$ cat src/rtl/cs_pkg.sv
package cs_pkg;
  localparam int BF_W         = 8;
  localparam int SUBCH_PERIOD = 64;
  localparam int SUBCH_FIRST  = 4;
  localparam int SUBCH_LAST   = 7;
endpackage

$ cat src/rtl/cs_lane_map.sv
// Decides, per byte lane, whether the lane holds a control-word byte
// of an antenna-carrier control subchannel.
module cs_lane_map
  import cs_pkg::*;
#(
  parameter int LANES    = 4,
  parameter int CW_BYTES = 4,
  parameter int POS_W    = 8
) (
  input  logic [BF_W-1:0]  bf_idx,
  input  logic [POS_W-1:0] byte_pos,
  output logic [LANES-1:0] lane_hit
);
  logic [5:0] subch;
  logic       in_sub;

  assign subch  = 6'(bf_idx % BF_W'(SUBCH_PERIOD));
  assign in_sub = (subch >= 6'(SUBCH_FIRST)) && (subch <= 6'(SUBCH_LAST));

  generate
    for (genvar n = 0; n < LANES; n++) begin : g_lane
      assign lane_hit[n] = in_sub && ((int'(byte_pos) + n) < CW_BYTES);
    end
  endgenerate
endmodule

$ cat src/rtl/cs_rx_extract.sv
// Receive side: one register stage, valid gated by hyperframe lock.
module cs_rx_extract #(
  parameter int LANES = 4,
  localparam int DW   = 8 * LANES
) (
  input  logic             clk,
  input  logic             rst,
  input  logic [DW-1:0]    frm_data,
  input  logic [LANES-1:0] lane_hit,
  input  logic             hf_lock,
  output logic [DW-1:0]    usr_data,
  output logic [LANES-1:0] usr_valid
);
  always_ff @(posedge clk) begin
    if (rst) begin
      usr_data  <= '0;
      usr_valid <= '0;
    end else begin
      usr_data  <= frm_data;
      usr_valid <= hf_lock ? lane_hit : '0;
    end
  end
endmodule

$ cat src/rtl/cs_tx_merge.sv
// Transmit side: delays the grant mask by WR_LAT and the frame by
// WR_LAT+1. It then merges user bytes on lanes granted in the previous
// cycle and registers the result.
module cs_tx_merge #(
  parameter int LANES  = 4,
  parameter int WR_LAT = 2,
  localparam int DW    = 8 * LANES
) (
  input  logic             clk,
  input  logic             rst,
  input  logic [DW-1:0]    frm_in,
  input  logic [LANES-1:0] lane_hit,
  input  logic [LANES-1:0] usr_valid,
  input  logic [DW-1:0]    usr_data,
  output logic [LANES-1:0] usr_ready,
  output logic [DW-1:0]    frm_out
);
  logic [LANES-1:0] grant_pipe [WR_LAT];
  logic [DW-1:0]    frame_pipe [WR_LAT+1];
  logic [LANES-1:0] ready_q;
  logic [DW-1:0]    merged;

  assign usr_ready = grant_pipe[WR_LAT-1];

  always_ff @(posedge clk) begin
    if (rst) begin
      for (int i = 0; i < WR_LAT; i++) grant_pipe[i] <= '0;
      for (int i = 0; i <= WR_LAT; i++) frame_pipe[i] <= '0;
      ready_q <= '0;
      frm_out <= '0;
    end else begin
      grant_pipe[0] <= lane_hit;
      for (int i = 1; i < WR_LAT; i++) grant_pipe[i] <= grant_pipe[i-1];
      frame_pipe[0] <= frm_in;
      for (int i = 1; i <= WR_LAT; i++) frame_pipe[i] <= frame_pipe[i-1];
      ready_q <= usr_ready;
      frm_out <= merged;
    end
  end

  always_comb begin
    merged = frame_pipe[WR_LAT];
    for (int n = 0; n < LANES; n++) begin
      if (ready_q[n]) merged[n*8 +: 8] = usr_valid[n] ? usr_data[n*8 +: 8] : 8'h00;
    end
  end
endmodule

$ cat src/rtl/cpri_ctl_sub_port.sv
module cpri_ctl_sub_port
  import cs_pkg::*;
#(
  parameter int LANES    = 4,
  parameter int CW_BYTES = 4,
  parameter int WR_LAT   = 2,
  parameter int POS_W    = 8,
  localparam int DW      = 8 * LANES
) (
  input  logic             clk,
  input  logic             rst,
  input  logic [DW-1:0]    rx_frm_data,
  input  logic [BF_W-1:0]  rx_bf_idx,
  input  logic [POS_W-1:0] rx_byte_pos,
  input  logic             rx_hf_lock,
  output logic [DW-1:0]    ctl_rx_data,
  output logic [LANES-1:0] ctl_rx_valid,
  input  logic [DW-1:0]    tx_frm_data,
  input  logic [BF_W-1:0]  tx_bf_idx,
  input  logic [POS_W-1:0] tx_byte_pos,
  output logic [LANES-1:0] ctl_tx_ready,
  input  logic [LANES-1:0] ctl_tx_valid,
  input  logic [DW-1:0]    ctl_tx_data,
  output logic [DW-1:0]    tx_frm_out
);
  logic [LANES-1:0] rx_hit;
  logic [LANES-1:0] tx_hit;

  cs_lane_map #(.LANES(LANES), .CW_BYTES(CW_BYTES), .POS_W(POS_W)) u_rx_map (
    .bf_idx(rx_bf_idx), .byte_pos(rx_byte_pos), .lane_hit(rx_hit));

  cs_lane_map #(.LANES(LANES), .CW_BYTES(CW_BYTES), .POS_W(POS_W)) u_tx_map (
    .bf_idx(tx_bf_idx), .byte_pos(tx_byte_pos), .lane_hit(tx_hit));

  cs_rx_extract #(.LANES(LANES)) u_rx (
    .clk(clk), .rst(rst), .frm_data(rx_frm_data), .lane_hit(rx_hit),
    .hf_lock(rx_hf_lock), .usr_data(ctl_rx_data), .usr_valid(ctl_rx_valid));

  cs_tx_merge #(.LANES(LANES), .WR_LAT(WR_LAT)) u_tx (
    .clk(clk), .rst(rst), .frm_in(tx_frm_data), .lane_hit(tx_hit),
    .usr_valid(ctl_tx_valid), .usr_data(ctl_tx_data),
    .usr_ready(ctl_tx_ready), .frm_out(tx_frm_out));
endmodule

$ cat config.mk
export PLATFORM = sky130hd
export DESIGN_NAME = cpri_ctl_sub_port
export DESIGN_NICKNAME = d
export VERILOG_FILES = /design/src/rtl/cs_pkg.sv /design/src/rtl/cs_lane_map.sv /design/src/rtl/cs_rx_extract.sv /design/src/rtl/cs_tx_merge.sv /design/src/rtl/cpri_ctl_sub_port.sv
export SDC_FILE = /design/constraint.sdc
export NUM_CORES = 1
export LEC_CHECK = 0
export ABC_AREA = 1
export BUFFER_PORTS_ARGS = -buffer_cell sky130_fd_sc_hd__buf_2
export CORE_ASPECT_RATIO = 1.75
export CORE_MARGIN = 10
export CORE_UTILIZATION = 44
export CTS_CLUSTER_DIAMETER = 100
export DETAILED_ROUTE_END_ITERATION = 8
export PLACE_DENSITY_LB_ADDON = 0.2
export SETUP_SLACK_MARGIN = 0.15
export SYNTH_ARGS = -nofsm -noshare
export SYNTH_HDL_FRONTEND = slang
export SYNTH_SLANG_ARGS = --single-unit
$ cat constraint.sdc
create_clock -name clk -period 1.3 [get_ports clk]
set_clock_uncertainty 0.2 [all_clocks]
set_input_delay 0.26 -clock clk [delete_from_list [all_inputs] [get_ports clk]]
set_output_delay 0.26 -clock clk [all_outputs]
set_load 0.03 [all_outputs]
==> flow_metrics.tcl, run 1 <==
set metrics [dict create \
    cp_slowest_cell "dfxtp_2" \
    drtIter0Drc 82 \
    postRouteAntennaNets 0 \
    path_cells "buf_6" \
    layoutNonFillerInstCount 1221 \
    min-delay-start "rx_byte_pos[7]" \
    grt_start_max_net_pins 50 \
    port_buffers 198 \
    worstSetupEndpointType "primary output" \
    max_stage_delay_ns 0.35 \
    cp.buffers_inverters 1 \
    yosysUniqueCellTypes 29 \
    drive_above_1_share_pct 31.8 \
    reg2reg_from "u_tx.ready_q[2]" \
    netlist.area_leader.share_pct 60.1 \
    cts.sinks 176 \
    antenna_found_initial 2 \
    cts_root_buffer "clkbuf_16" \
    hold_viol_final 11 \
    clock_latency_ns 0.42 \
    netlist_instances 726 \
    holdCritPathClass "input port to flop" \
    synth_top_flop_cell "dfxtp_1" \
    worst_slack_ns -0.0605 \
    peakVddDrop_uv 1100 \
    wirelength_mm 16.0 \
    grt_pass1_wl_mm 26.4 \
    die_w_um 107 \
    synthTopCellsByCount "dfxtp_1 (176), inv_1 (164), nor2_1 (156)" \
    r2r_setup_slack_ns 0.27 \
    rsz0062_at_grt "yes" \
    synth_nets 865 \
    max_freq_ghz 0.735 \
    tightest_slew_ns 0.259 \
    htreeDepth 4 \
    routedWlPerCell_um 13.1 \
    crit_arrival_ns 0.90 \
    place_hpwl_mm 10.0 \
    finalSetupViolCount 72 \
    required_ns 0.84 \
    post-route-util_pct 71.6 \
    critPathKind "flop to primary output" \
    place_congestion 0.817 \
    regArea_um2 3620 \
    hold_end "u_rx.usr_valid[2]" \
    first_global_vias 5549 \
    grt_remaining_overflow 0 \
    final-max-slew-violation-count 0 \
    synth.area.top_cells "dfxtp_1 (60%), inv_1 (11%), nor2_1 (10%), nand2_1 (4.8%), nand3_1 (4.3%)" \
    ys_async_sr_fraction_pct 0 \
    final_nets 1174 \
    io_pins 207 \
    core_area_um2 13000 \
    cts_made_buffers 17 \
    grt_usage_pct 17.6 \
    clock_path_buffers 2 \
    syn_avg_cell_area_um2 8.07 \
    post_drt_via_cell_ratio 4.28 \
    synth_edf_count 0 \
    synthesis.area_um2 5860 \
    p_leak_nw 4.43 \
    rr_worst_depth 3 \
    clk_pin_slew_ns 0.07 \
    area_growth_pct 58.8 \
    synth_seq_cells 176 \
    dieArea_um2 18500 \
    relSlewSlack_pct 82.6 \
    yosys.area.top_type "dfxtp_1" \
    fp-row-count 55 \
    hold_ws_ns -0.0352 \
    period_share_pct 105 \
    p_total_w 0.0117 \
    place_inst 1078 \
    crit_cells 1 \
    start_util_pct 45.1 \
    pwr_density_cell_nw_per_um2 1260 \
    first_pass_iters 4 \
    cp_top_family "flip-flops" \
    chipHeight_um 173 \
    hold_path_depth 4 \
    violations "hold timing, setup timing" \
    vias 5231 \
    nFillCells 958 \
    period_needed_ns 1.36 \
    worst_setup_path_start_kind "flop" \
    multi_input_area_um2 1590 \
    drv_cap 0 \
    yosysWarnings 0 \
    ys_seq_area_share_pct 60.1 \
    path_max_fanout 2 \
    cts_tree "built" \
    status "finished with violations" \
    drc 0 \
    synth_most_common_cell "dfxtp_1" \
    worstReg2RegEnd "u_tx.frm_out[23]" \
]
[report_power, final]
group          internal, W  switching [W]  leakage (nW)
Sequential         0.00559      0.0000652          1.47
Clock              0.00255        0.00227         0.271
Combinational     0.000637       0.000603          2.69
Total              0.00878        0.00294          4.43
[kinds of logic after synthesis]
| kind of cell | count (synthesis) | share of synthesized area (%) |
|---|---|---|
| DFF | 176 | 60.1 |
| adders and majority gates | 4 | 0.854 |
| buffers and inverters | 197 | 13.2 |
| xor gates and xnor gates | 3 | 0.448 |
| and+or+nand+nor | 296 | 20.8 |
| AOI/OAI and AO/OA | 50 | 4.57 |
[stage by stage]
step                TNS, ns  cell area [um2]  setup WS [ns]
global placement     -0.369             7100        -0.0921
floorplan                 0             5880          0.138
finish                -2.11             9310        -0.0605
global route          -5.06             9310         -0.103
CTS                   -3.57             9280        -0.0895
detailed placement   -0.499             7100         -0.116
[flip-flops by register name, summed over array words and instances, names as in the netlist]
register         cells
u_rx.usr_valid       4
u_tx.grant_pipe      8
u_tx.ready_q         4
u_rx.usr_data       32
u_tx.frame_pipe     96
u_tx.frm_out        32
[layout make-up]
type / count / area share, %
inverters: 165 / 6.65
flip-flops and latches: 176 / 38.8
clock buffers: 17 / 4.57
well taps: 171 / 2.30
multi-input cells: 353 / 17.1
clock inverters: 15 / 1.56
diodes: 2 / 0.0538
repair buffers: 322 / 28.9
[cell usage in the layout, fill, tap and decap left out, types with 2 or more instances in the layout]
cell type	netlist	layout
a21oi_1	37	37
buf_12	0	4
buf_2	16	125
buf_4	4	14
buf_6	0	72
clkbuf_16	0	17
clkinvlp_4	0	4
dfxtp_1	176	104
dfxtp_2	0	71
diode_2	0	2
dlygate4sd3_1	0	107
ha_1	4	2
inv_1	164	164
inv_6	0	3
inv_8	0	6
nand2_1	75	75
nand2_2	2	2
nand3_1	50	49
nand3b_1	2	2
nor2_1	156	155
nor2_2	2	3
nor4_1	3	2
o211ai_1	3	3
o21ai_0	6	6
or2_2	2	2
xor2_1	2	2
[how the worst max path moves through the flow]
stage | from | endpoint | slack, ns
after floorplan | rst | u_rx.usr_valid[1] | 0.14
after global routing | u_tx.grant_pipe[0][7] | ctl_tx_ready[3] | -0.10
final | u_tx.grant_pipe[0][6] | ctl_tx_ready[2] | -0.06
after detailed placement | rx_byte_pos[2] | u_rx.usr_valid[3] | -0.12
after CTS | u_tx.grant_pipe[0][4] | ctl_tx_ready[0] | -0.09
after global placement | rx_byte_pos[2] | u_rx.usr_valid[1] | -0.09
[per-layer routing]
layer	vias to the layer above	wire [um]	global-route usage, %	part of all wire [%]
met3	17	1350	8.27	8.5
li1	2744	-	-	-
met4	0	244	6.07	1.5
met5	-	0	0	0
met1	2317	5590	16.3	35
met2	153	8770	32.0	55
[worst register-to-register path, cell delays in order (launching register included)]
cell,delay [ns]
dfxtp_1,0.33
inv_1,0.19
nand2_1,0.08
a21oi_1,0.16
[what timing repair did]
action / in CTS / in global routing
hold endpoints to repair: 104 / 8
endpoints found under the setup margin: 72 / 73
resized for setup: 217 / 1
hold buffers: 106 / 1
buffers inserted: 1 / 1
pin swaps: 0 / 0
Note: power is estimated with default switching activity, not from simulation.
==> inputs of run 2 (changes only) <==
Settings changed: ABC_AREA 1 to not set, SLEW_MARGIN set to 20.
Clock period 1.3 ns to 1.65 ns, I/O delays scaled along.
==> run 2 against run 1 <==
  * The run now ends clean
  * Total power fell by 23%
  * Design area fell by 9.3%
  * Die area fell by 3.2%
  * Register-to-register slack improved by 0.12 ns
  * Sequential cell count did not move
  * Global-route usage fell by 2.0 points
  * Critical path type unchanged
  * Largest cell class unchanged
==> flow_metrics.tcl, run 2 <==
set metrics [dict create \
    status "complete, no violations" \
    synth_nets 682 \
    switching_share_pct 24.1 \
    syn_avg_cell_area_um2 10.4 \
    netlist.area_leader.share_pct 62.5 \
    hold_viol_final 0 \
    max_stage_delay_ns 0.33 \
    required_ns 1.12 \
    drc 0 \
    synthesis.area_um2 5640 \
    cts_tree "built" \
    synth_seq_cells 176 \
    dp_slack_ns -0.142 \
    min-delay-start "tx_byte_pos[6]" \
    cp_slowest_cell "dfxtp_1" \
    top_regs "u_tx.frame_pipe: 96 flops, u_rx.usr_data: 32 flops, u_tx.frm_out: 32 flops" \
    cp_top_family "flip-flops" \
    drive_above_1_share_pct 29.0 \
    synth_top_flop_cell "dfxtp_1" \
    synth_most_common_cell "dfxtp_1" \
    worst_slack_ns 0.185 \
    rsz0062_at_grt "no" \
    holdCritPathClass "input port to flop" \
    grt_usage_pct 15.5 \
    startpoint "u_rx.usr_data[23]" \
    finalSetupViolCount 0 \
    path_max_fanout 1 \
    dieArea_um2 17900 \
    cts_root_buffer "clkbuf_16" \
    grt_pass1_wl_mm 22.7 \
    final_common_cell "buf_2" \
    cts_made_buffers 17 \
    max_freq_ghz 0.683 \
    core_area_um2 12500 \
    yosysWarnings 0 \
    period_share_pct 88.8 \
    period_needed_ns 1.46 \
    reg2reg_from "u_tx.ready_q[3]" \
    post_cts_buffers 0 \
    ys_async_sr_fraction_pct 0 \
    postRouteAntennaNets 0 \
    wirelength_mm 14.0 \
    yosys.area.top_type "dfxtp_1" \
    post_drt_via_cell_ratio 4.51 \
    netlist_instances 543 \
    final_cell_mix "buf_2 (179), dfxtp_1 (175), nor2b_1 (164)" \
    drv_cap 0 \
    first_pass_iters 6 \
    htreeDepth 4 \
    yosysUniqueCellTypes 43 \
    first_global_vias 4820 \
    peakVddDrop_uv 659 \
    hold_path_depth 3 \
    worstReg2RegEnd "u_tx.frm_out[30]" \
    rr_worst_depth 3 \
    drtIter0Drc 123 \
    grt_remaining_overflow 0 \
    chipHeight_um 170 \
    synth.area.top_cells "dfxtp_1 (62%), nor2b_1 (18%), a21oi_1 (3.6%), nor2_1 (2.7%), clkbuf_1 (1.8%)" \
    final_nets 976 \
    clk_pin_slew_ns 0.07 \
    routedWlPerCell_um 13.7 \
    start_util_pct 45.1 \
    power_frac_seq_pct 49.0 \
    placed_area_um2 6790 \
    final-max-slew-violation-count 0 \
    place_hpwl_mm 9.32 \
    die_w_um 106 \
    port_buffers 198 \
    cts.sinks 176 \
    cp.buffers_inverters 1 \
    place_congestion 0.861 \
    crit_arrival_ns 0.93 \
    worst_setup_path_start_kind "flop" \
    clock_path_buffers 2 \
    antenna_found_initial 1 \
    worstSetupEndpointType "primary output" \
    p_clk_share_pct 41.6 \
    area_growth_pct 49.8 \
    combPwrFrac_pct 9.4 \
    hold_end "u_tx.grant_pipe[0][3]" \
    synthTopCellsByCount "dfxtp_1 (176), nor2b_1 (164), nor2_1 (41)" \
    top_register "u_tx.frame_pipe" \
    largest_register_ffs 96 \
    pwr_density_cell_nw_per_um2 1070 \
    io_pins 207 \
    grt_start_max_net_pins 93 \
    fp-row-count 54 \
    clock_latency_ns 0.41 \
    cellInternalPower_w 0.00685 \
    nFillCells 946 \
    vias 4594 \
    fin_area_um2 8450 \
    p_switching_w 0.00218 \
    r2r_setup_slack_ns 0.39 \
    tightest_slew_ns 0.703 \
    p_total_w 0.00903 \
    p_leak_nw 3.78 \
    ys_seq_area_share_pct 62.5 \
    relSlewSlack_pct 53.2 \
    path_cells "buf_2" \
    critPathKind "flop to primary output" \
    synth_edf_count 0 \
]
[run 2: worst max path at each step]
stage,endpoint,cells past startpoint
after floorplan,u_rx.usr_valid[3],4
after global placement,u_rx.usr_valid[3],5
after detailed placement,u_rx.usr_valid[1],5
after CTS,ctl_rx_valid[1],1
after global routing,ctl_tx_ready[1],1
final,ctl_rx_data[23],1
[run 2: cell type report]
type / count / area, um2 / area share [%]
Sequential cell: 176 / 3520 / 41.7
Timing Repair Buffer: 312 / 2180 / 25.8
Multi-Input combinational cell: 326 / 1940 / 23.0
Clock buffer: 17 / 425 / 5.04
Tap cell: 168 / 210 / 2.49
Clock inverter: 14 / 146 / 1.73
Inverter: 4 / 15.0 / 0.178
Antenna cell: 1 / 2.50 / 0.0296
[run 2: cell families after synthesis]
group	after synthesis	share of synthesized area [%]
simple gates	257	26.6
flops	176	62.5
compound gates	62	6.28
buf+inv	41	3.22
fa+ha+maj	4	0.888
xor+xnor	2	0.311
mux	1	0.178
[run 2: routing by layer]
metal / global-route usage [%] / wire length (um) / up-vias / share of wire (%)
li1: - / - / 2333 / -
met1: 14.9 / 5000 / 2037 / 36
met5: 0 / 0 / - / 0
met4: 7.45 / 380 / 0 / 2.7
met3: 6.54 / 1240 / 33 / 8.9
met2: 27.8 / 7360 / 191 / 53
[run 2: stage by stage]
step / TNS (ns) / cells / hold WS [ns] / utilization, %
CTS: 0 / 1017 / 0.0207 / 67.2
global placement: -0.280 / 884 / 0.217 / 54.3
floorplan: 0 / 543 / 0.214 / -
global route: 0 / 1018 / 0.0585 / 67.6
detailed placement: -0.528 / 884 / 0.220 / 54.3
finish: 0 / 1018 / 0.0483 / 67.6
[run 2: repair_timing]
item	CTS	global route
hold buffers	102	0
setup endpoints to repair	4	17
gates resized for setup	4	20
cloned	0	0
endpoints found under the hold margin	97	0
[run 2: power by group through the flow]
stage | combinational, W | sequential, W | clock (W)
4_1_cts | 0.000841 | 0.00442 | 0.00386
3_3_place_gp | 0.000626 | 0.00452 | 0
2_1_floorplan | 0.000263 | 0.00463 | 0
5_1_grt | 0.000928 | 0.00444 | 0.00403
3_5_place_dp | 0.000647 | 0.00452 | 0
6_report | 0.000852 | 0.00442 | 0.00375
==> inputs of run 3 (changes only) <==
Settings changed: GPL_TIMING_DRIVEN set to 0, SYNTH_HIERARCHICAL set to 1.
==> run 3 against run 2 <==
  * Via count is 0.61% higher
  * Utilization up 0.42 points
  * Hold slack got worse by 0.024 ns
  * Count of clock-buffer cells in the layout is the same
  * Area after synthesis grew 0.67%
  * Critical path depth rose by 1
  * Total power is 3.2% higher
  * Fmax fell by 2.8%
  * Critical path type unchanged
==> flow_metrics.tcl, run 3 <==
set metrics [dict create \
    synth_top_flop_cell "dfxtp_1" \
    grt_pass1_wl_mm 23.8 \
    cts_tree "built" \
    area_growth_pct 50.5 \
    period_needed_ns 1.51 \
    path_cells "buf_6 > buf_6" \
    cts_root_buffer "clkbuf_16" \
    met1_length_mm 4.85 \
    final_cell_mix "buf_2 (179), dfxtp_1 (172), nor2b_1 (138)" \
    max_stage_delay_ns 0.33 \
    placed_area_um2 6870 \
    p_total_w 0.00932 \
    max_freq_ghz 0.664 \
    yosysUniqueCellTypes 30 \
    synth_edf_count 0 \
    p_switching_w 0.00208 \
    route.met2.wl_mm 8.16 \
    hold_viol_final 0 \
    final_common_cell "buf_2" \
    path_max_fanout 2 \
    wl_met3_mm 1.43 \
    netlist_instances 524 \
    hold_ws_ns 0.0244 \
    ys_seq_area_share_pct 62.1 \
    min-delay-start "ctl_tx_data[11]" \
    grt_usage_pct 16.3 \
    dr.max_layer_used "met4" \
    postRouteAntennaNets 0 \
    final_nets 971 \
    first_pass_iters 4 \
    htreeDepth 4 \
    fin_area_um2 8550 \
    start_util_pct 45.2 \
    vias 4622 \
    relSlewSlack_pct 77.3 \
    dieArea_um2 18000 \
    place_hpwl_mm 10.4 \
    first_global_vias 5021 \
    antenna_found_initial 1 \
    largest_register_ffs 96 \
    yosysWarnings 6 \
    cp_slowest_cell "dfxtp_2" \
    rsz0062_at_grt "yes" \
    clock_latency_ns 0.41 \
    clk_pin_slew_ns 0.06 \
    grt_start_max_net_pins 17 \
    io_pins 207 \
    crit_top_cell "buf_6" \
    chipHeight_um 170 \
    place_congestion 0.796 \
    power_frac_seq_pct 47.5 \
    clock_path_buffers 2 \
    reg2reg_from "u_tx/ready_q[0]" \
    syn_avg_cell_area_um2 10.8 \
    finalSetupViolCount 0 \
    r2r_setup_slack_ns 0.48 \
    port_buffers 192 \
    drv_cap 0 \
    worstSetupEndpointType "primary output" \
    synth_most_common_cell "dfxtp_1" \
    synthesis.area_um2 5680 \
    synth_nets 663 \
    fp-row-count 54 \
    status "complete, no violations" \
    synth.area.top_cells "dfxtp_1 (62%), nor2b_1 (15%), nand2b_1 (4.2%), a21oi_1 (3.5%), nand3_1 (3.2%)" \
    worst_setup_path_start_kind "flop" \
    yosys.area.top_type "dfxtp_1" \
    netlist.area_leader.share_pct 62.1 \
    cts_made_buffers 17 \
    drtIter0Drc 109 \
    top_regs "u_tx/frame_pipe: 96 flops, u_rx/usr_data: 32 flops, u_tx/frm_out: 32 flops" \
    drive_above_1_share_pct 32.5 \
    drc 0 \
    tightest_slew_ns 0.335 \
    startpoint "u_tx/grant_pipe[0][7]" \
    p_leak_nw 3.73 \
    grt_remaining_overflow 0 \
    tns_ns 0 \
    crit_arrival_ns 0.98 \
    switching_share_pct 22.3 \
    cts.sinks 176 \
    period_share_pct 91.3 \
    peakVddDrop_uv 751 \
    final-max-slew-violation-count 0 \
    ys_async_sr_fraction_pct 0 \
    synthTopCellsByCount "dfxtp_1 (176), nor2b_1 (138), a21oi_1 (40)" \
    die_w_um 106 \
    synth_seq_cells 176 \
    p_clk_share_pct 43.4 \
    wirelength_mm 14.8 \
    routedWlPerCell_um 14.6 \
    cellInternalPower_w 0.00724 \
    pwr_density_cell_nw_per_um2 1090 \
    combPwrFrac_pct 9.1 \
    top_register "u_tx/frame_pipe" \
    holdCritPathClass "input port to flop" \
    required_ns 1.12 \
    core_area_um2 12600 \
    critPathKind "flop to primary output" \
    post_drt_via_cell_ratio 4.56 \
]
## run 3: final timing paths
check	end	cells past startpoint
setup / recovery	ctl_tx_ready[3]	2
hold / removal	u_tx/frm_out[11]	3
setup reg to reg	u_tx/frm_out[3]	3
hold reg to reg	u_tx/frame_pipe[0][77]	1
## run 3: area by class of cell
cell class	count	area (um2)
multi-input combinational	308	1930
tap	168	210
antenna	1	2.50
buffer	34	246
clock buffer	17	425
inverter	6	22.5
sequential	176	3530
timing repair buffer	289	2000
fill	963	4020
clock inverter	14	179
## run 3: per-stage QoR
stage	worst slack (ns)	utilization, %	std cells
2_1_floorplan	0.157	-	524
3_3_place_gp	-0.214	54.7	884
3_5_place_dp	-0.241	54.7	884
4_1_cts	0.133	67.6	1012
5_1_grt	0.105	68.0	1013
6_report	0.143	68.0	1013
## run 3: logic make-up after synthesis
| logic type | synth area share [%] |
|---|---|
| simple gates | 26.6 |
| xor+xnor | 0.309 |
| buf+inv | 4.47 |
| flops | 62.1 |
| fa+ha+maj | 0.882 |
| compound gates | 5.69 |
## run 3: power by group through the flow
stage / Clock (W) / Sequential, W / Combinational (W)
global route: 0.00430 / 0.00444 / 0.000919
floorplan: 0 / 0.00463 / 0.000258
finish: 0.00404 / 0.00443 / 0.000847
CTS: 0.00411 / 0.00443 / 0.000832
global placement: 0 / 0.00452 / 0.000626
detailed placement: 0 / 0.00452 / 0.000647
## run 3: what timing repair did
item / 4_1_cts / 5_1_grt
pin swaps: 0 / 1
hold buffers: 96 / 0
hold endpoints to repair: 98 / 0
endpoints found under the setup margin: 6 / 20
resized for setup: 18 / 22
setup buffers: 1 / 0
## run 3: worst max-delay path: cells and delay by family, from the launching register on
family	cells	cell delay, ns
buffers and inverters	2	0.24
flip-flops	1	0.33
## run 3: layer usage
layer | vias up | track usage, %
met1 | 2095 | 14.0
met4 | 0 | 6.45
met3 | 28 | 8.06
li1 | 2313 | -
met5 | - | 0
met2 | 186 | 31.0
